==> src/rtl/ssb_pkg.sv <==
package ssb_pkg;
   typedef enum logic [2:0] {
      ST_IDLE = 3'b000,
      ST_MOVE = 3'b001,
      ST_DONE = 3'b010,
      ST_LOAD = 3'b011
   } ssb_state_e;
endpackage

==> src/rtl/ssb_bitcnt.sv <==
module ssb_bitcnt #(
   parameter int DATA_W = 8,
   localparam int CNT_W = (DATA_W > 1) ? $clog2(DATA_W) : 1
) (
   input  logic clk,
   input  logic clr,
   input  logic inc,
   output logic last
);
   logic [CNT_W-1:0] cnt_q;

   always_ff @(posedge clk) begin
      if (clr)
         cnt_q <= '0;
      else if (inc)
         cnt_q <= cnt_q + CNT_W'(1);
   end

   assign last = (cnt_q == CNT_W'(DATA_W - 1));
endmodule

==> src/rtl/ssb_shreg.sv <==
module ssb_shreg #(
   parameter int DATA_W    = 8,
   parameter bit MSB_FIRST = 1'b1
) (
   input  logic              clk,
   input  logic              rst,
   input  logic              load,
   input  logic              shift,
   input  logic [DATA_W-1:0] pdata,
   input  logic              sin,
   output logic [DATA_W-1:0] q,
   output logic              sout
);
   logic [DATA_W-1:0] nxt_shift;

   generate
      if (MSB_FIRST) begin : g_msb
         assign nxt_shift = {q[DATA_W-2:0], sin};
         assign sout      = q[DATA_W-1];
      end else begin : g_lsb
         assign nxt_shift = {sin, q[DATA_W-1:1]};
         assign sout      = q[0];
      end
   endgenerate

   always_ff @(posedge clk) begin
      if (rst)
         q <= '0;
      else if (load)
         q <= pdata;
      else if (shift)
         q <= nxt_shift;
   end
endmodule

==> src/rtl/ssb_fsm.sv <==
module ssb_fsm
   import ssb_pkg::*;
(
   input  logic       clk,
   input  logic       rst,
   input  logic       wr_go,
   input  logic       rd_req,
   input  logic       last,
   output ssb_state_e st,
   output logic       dir_wr,
   output logic       load,
   output logic       shift,
   output logic       cnt_clr
);
   ssb_state_e st_nxt;
   logic       dir_nxt;

   always_comb begin
      st_nxt  = st;
      dir_nxt = dir_wr;
      load    = 1'b0;
      shift   = 1'b0;
      cnt_clr = 1'b0;
      unique case (st)
         ST_IDLE: begin
            if (wr_go) begin
               load    = 1'b1;
               dir_nxt = 1'b1;
               st_nxt  = ST_LOAD;
            end else if (rd_req) begin
               cnt_clr = 1'b1;
               dir_nxt = 1'b0;
               st_nxt  = ST_MOVE;
            end
         end
         ST_LOAD: begin
            cnt_clr = 1'b1;
            st_nxt  = ST_MOVE;
         end
         ST_MOVE: begin
            shift = 1'b1;
            if (last)
               st_nxt = dir_wr ? ST_IDLE : ST_DONE;
         end
         ST_DONE: begin
            if (!rd_req)
               st_nxt = ST_IDLE;
         end
         default: st_nxt = ST_IDLE;
      endcase
   end

   always_ff @(posedge clk) begin
      if (rst) begin
         st     <= ST_IDLE;
         dir_wr <= 1'b0;
      end else begin
         st     <= st_nxt;
         dir_wr <= dir_nxt;
      end
   end
endmodule

==> src/rtl/ser_byte_bridge.sv <==
module ser_byte_bridge
   import ssb_pkg::*;
#(
   parameter int DATA_W    = 8,
   parameter bit MSB_FIRST = 1'b1
) (
   input  logic              clk,
   input  logic              bus_rst,
   input  logic              rd_n,
   input  logic              wr_n,
   input  logic              sel_n,
   input  logic [DATA_W-1:0] bus_din,
   output logic [DATA_W-1:0] bus_dout,
   output logic              bus_doe,
   output logic              bus_rdy,
   output logic              per_sel,
   output logic              sclk,
   output logic              ser_do,
   output logic              ser_oe,
   input  logic              ser_di
);
   initial begin
      if (DATA_W < 2)
         $error("ser_byte_bridge: DATA_W must be at least 2");
   end

   ssb_state_e st_q;
   logic rd_req, wr_req, wr_req_q, wr_go;
   logic dir_wr, load, shift, cnt_clr, last;

   assign rd_req = ~rd_n & ~sel_n;
   assign wr_req = ~wr_n & ~sel_n;

   always_ff @(posedge clk) begin
      if (bus_rst)
         wr_req_q <= 1'b0;
      else
         wr_req_q <= wr_req;
   end

   assign wr_go = wr_req & ~wr_req_q;

   ssb_fsm fsm_i (
      .clk     (clk),
      .rst     (bus_rst),
      .wr_go   (wr_go),
      .rd_req  (rd_req),
      .last    (last),
      .st      (st_q),
      .dir_wr  (dir_wr),
      .load    (load),
      .shift   (shift),
      .cnt_clr (cnt_clr)
   );

   ssb_bitcnt #(.DATA_W(DATA_W)) cnt_i (
      .clk  (clk),
      .clr  (cnt_clr | bus_rst),
      .inc  (shift),
      .last (last)
   );

   ssb_shreg #(.DATA_W(DATA_W), .MSB_FIRST(MSB_FIRST)) sr_i (
      .clk   (clk),
      .rst   (bus_rst),
      .load  (load),
      .shift (shift),
      .pdata (bus_din),
      .sin   (ser_di),
      .q     (bus_dout),
      .sout  (ser_do)
   );

   assign per_sel = (st_q != ST_IDLE);
   assign sclk    = (st_q == ST_MOVE) & ~clk;
   assign ser_oe  = dir_wr & ((st_q == ST_LOAD) | (st_q == ST_MOVE));
   assign bus_doe = (st_q == ST_DONE) & rd_req;
   assign bus_rdy = bus_rst | ~(rd_req & (st_q != ST_DONE));
endmodule

==> config.mk <==
export PLATFORM = sky130hd
export DESIGN_NAME = ser_byte_bridge
export DESIGN_NICKNAME = d
export VERILOG_FILES = /design/src/rtl/ssb_pkg.sv /design/src/rtl/ssb_bitcnt.sv /design/src/rtl/ssb_shreg.sv /design/src/rtl/ssb_fsm.sv /design/src/rtl/ser_byte_bridge.sv
export SDC_FILE = /design/constraint.sdc
export NUM_CORES = 1
export LEC_CHECK = 0
export ABC_AREA = 1
export BUFFER_PORTS_ARGS = -buffer_cell sky130_fd_sc_hd__buf_2
export CELL_PAD_IN_SITES_DETAIL_PLACEMENT = 0
export CELL_PAD_IN_SITES_GLOBAL_PLACEMENT = 1
export CORE_MARGIN = 4
export CORE_UTILIZATION = 30
export CTS_CLUSTER_SIZE = 30
export DETAILED_ROUTE_END_ITERATION = 12
export PLACE_DENSITY = 0.74
export SETUP_SLACK_MARGIN = 0.05
export SYNTH_ARGS = -nofsm -noshare
export SYNTH_HDL_FRONTEND = slang
export SYNTH_SLANG_ARGS = --single-unit
==> constraint.sdc <==
create_clock -name clk -period 1.16 [get_ports clk]
set_input_delay 0.058 -clock clk [delete_from_list [all_inputs] [get_ports clk]]
set_output_delay 0.058 -clock clk [all_outputs]
set_load 0.03 [all_outputs]
==> flow_metrics.tcl <==
set metrics [dict create \
    final_core_util 0.586 \
    worst_setup_hold_path_clk_slew_ps 90 \
    layoutNonFillerInstCount 201 \
    worst_ep_required_time_ps 1100 \
    clkLatencyLatePin_ps 390 \
    cts_tree "built" \
    critPathMaxFanout 3 \
    post_synth_instance_area_um2 833 \
    critical_path.top_delay_family "flip-flops" \
    core_region_area_um2 2570 \
    design.die.area_um2 3690 \
    hold_start "ser_di" \
    timing.slew.headroom 0.705 \
    period_needed_ps 1440 \
    layout.nets 192 \
    std_cell_rows 18 \
    vias_per_cell 4.79 \
    synth_sequential_area_ratio 0.360 \
    die_w_um 60.7 \
    hpwlAfterDp_mm 1.49 \
    final.setup_skew_ps 5.17 \
    first_global_vias 991 \
    synth-seq-cells 15 \
    grt_first_pass_wirelength_mm 4.03 \
    detailed_route_iter0_violations 36 \
    chipHeight_um 60.7 \
    yosysTopAreaCellShare 0.360 \
    setup_violations 20 \
    synth_top_cell_by_area "dfxtp_1" \
    antenna_left 0 \
    grt_overflow_total 0 \
    totalPowerFinal_uw 3500 \
    final-hold-violation-count 0 \
    critical_path.startpoint_type "flop" \
    ios 28 \
    area.growth.synth_to_final_pct 80.6 \
    worst_r2r_path_depth 8 \
    detailedRoute.firstPassIterationCount 4 \
    syn-instance-count 113 \
    critical-path-slowest-cell "dfxtp_4" \
    cp.arrival_ps 1380 \
    post_route_clock_period_utilization 1.24 \
    final_layout_size_suffix_gt1_frac 0.503 \
    hold-path-endpoint "sr_i.q[0]$_SDFFE_PP0P_" \
    total_leakage_power_uw 0.000689 \
    ys_async_sr_fraction 0 \
    route.final.wire_length_mm 2.50 \
    total_via_count_in_the_routed_design 962 \
    run_status "complete, but fails checks" \
    synth_cell_types 21 \
    worstSetupEndpointType "output port" \
    max-vdd-ir-drop_mv 1.24 \
    start_util 0.325 \
    synth_nets 133 \
    timing_worst_setup_path_type "reg -> out" \
    grt_max_degree 9 \
    tightest_slew_ps 440 \
    layout.cells.most_common_list "23 x nand2_1, 22 x buf_2, 15 x nor2_1" \
    synth.avg_cell_area_um2 7.37 \
    max_freq_ghz 0.694 \
    max_stage_delay_ps 370 \
    routabilityCongestion 0.726 \
    synth-warning-count 0 \
    startpoint_of_the_worst_slack_reg_to_reg_timing_path "fsm_i.st[1]$_SDFFE_PP0P_" \
    reg2reg_slack_ps -160 \
    grt_antenna_before_repair 0 \
    drt_drc_violations_left 0 \
    synth-edff-count 0 \
    cellPowerDensity_nw_per_um2 2330 \
    violations_in_the_final_reports "setup timing" \
    crit_buf_inv 3 \
    grt.total_usage 0.149 \
    crit_chain "buf_4 -> ha_1 -> inv_2 -> a21oi_4 -> buf_6" \
    yosys_most_used_dff "dfxtp_1" \
    hold_path.class "in -> reg" \
    placedCellCount 174 \
    antenna_cells_inserted 0 \
    postLayoutCellArea_um2 1510 \
    worst_reg2reg_endpoint "fsm_i.st[1]$_SDFFE_PP0P_" \
    buffer_ports.inserted 27 \
    dpl-instance-area_um2 1090 \
    maxSlewViolCount 0 \
    cap_viol_max_count 0 \
    grt_setup_unrepaired "true" \
    fillerInstances 234 \
    final.setup.worst_slack_ps -281 \
    netlist_top_cells_area "dfxtp_1 36%, nand2_1 11%, ha_1 9.0%" \
    avgRoutedWirePerCell_um 12.4 \
    final_common_cell "nand2_1" \
    hold_critical_path_depth 4 \
]
stage by stage:
step	hold WS [ps]	setup WS, ps	setup TNS (ps)
finish	14.5	-281	-2570
global route	46.6	-331	-3630
CTS	7.40	-286	-2490
detailed placement	234	-59.8	-175
global placement	234	-46.6	-77.7
floorplan	122	22.6	0
cell type report:
cell class | count | area (um^2) | share of cell area
multi-input combinational | 82 | 638 | 0.424
timing repair buffer | 52 | 395 | 0.263
sequential | 15 | 308 | 0.204
inverter | 14 | 66.3 | 0.0441
clock buffer | 8 | 60.1 | 0.0399
tap | 30 | 37.5 | 0.0249
layer usage:
layer,track usage,vias up,wire length (um)
met2,0.263,21,1430
met1,0.158,445,915
met3,0.0468,7,103
met5,0,-,0
li1,-,489,-
met4,0.0774,0,47
repair_timing:
item                                    CTS  global route
hold buffers                             10             1
setup buffers                             6             1
resized for setup                        24            20
pin swaps                                 3             4
endpoints found under the setup margin   16            21
hold endpoints to repair                  9             1
gates cloned                              3             0
state kept, by name (all words and copies together), names as in the netlist:
signal        count
fsm_i.dir_wr      1
sr_i.q            8
cnt_i.cnt_q       3
fsm_i.st          2
wr_req_q          1
cells in the mapped netlist, types with 2 or more instances:
| cell | instances |
|---|---|
| a21oi_1 | 8 |
| buf_2 | 2 |
| dfxtp_1 | 15 |
| ha_1 | 6 |
| inv_1 | 14 |
| mux2i_1 | 2 |
| nand2_1 | 25 |
| nand3_1 | 5 |
| nor2_1 | 18 |
| nor3_1 | 2 |
| o211a_1 | 2 |
| o211ai_1 | 5 |
worst max-delay path by stage:
stage,start,endpoint,cells past startpoint
detailed placement,fsm_i.st[1]$_SDFFE_PP0P_,fsm_i.st[1]$_SDFFE_PP0P_,8
global placement,fsm_i.st[1]$_SDFFE_PP0P_,fsm_i.st[1]$_SDFFE_PP0P_,8
floorplan,fsm_i.st[0]$_SDFFE_PP0P_,sr_i.q[0]$_SDFFE_PP0P_,5
CTS,fsm_i.st[1]$_SDFFE_PP0P_,ser_oe,6
global route,fsm_i.st[0]$_SDFFE_PP0P_,bus_doe,5
finish,fsm_i.st[0]$_SDFFE_PP0P_,ser_oe,5
power breakdown:
part / switching, uW / internal, uW / total (uW)
registers: 95.4 / 665 / 760
clock network: 269 / 290 / 559
logic: 1180 / 1000 / 2180
total: 1550 / 1960 / 3500
cell families after synthesis:
kind of cell / Yosys count / share of synthesized area
and+or+nand+nor: 54 / 0.290
buffers and inverters: 19 / 0.102
AOI/OAI and AO/OA: 16 / 0.123
DFF: 15 / 0.360
adders and majority gates: 6 / 0.0901
muxes: 2 / 0.0240
xor gates and xnor gates: 1 / 0.0105
tightest hold or removal path: stages:
cell,delay (ps)
buf_2,80
nand2_1,60
nand3_2,60
o211a_1,120
Power figures use the tool's default switching activity.
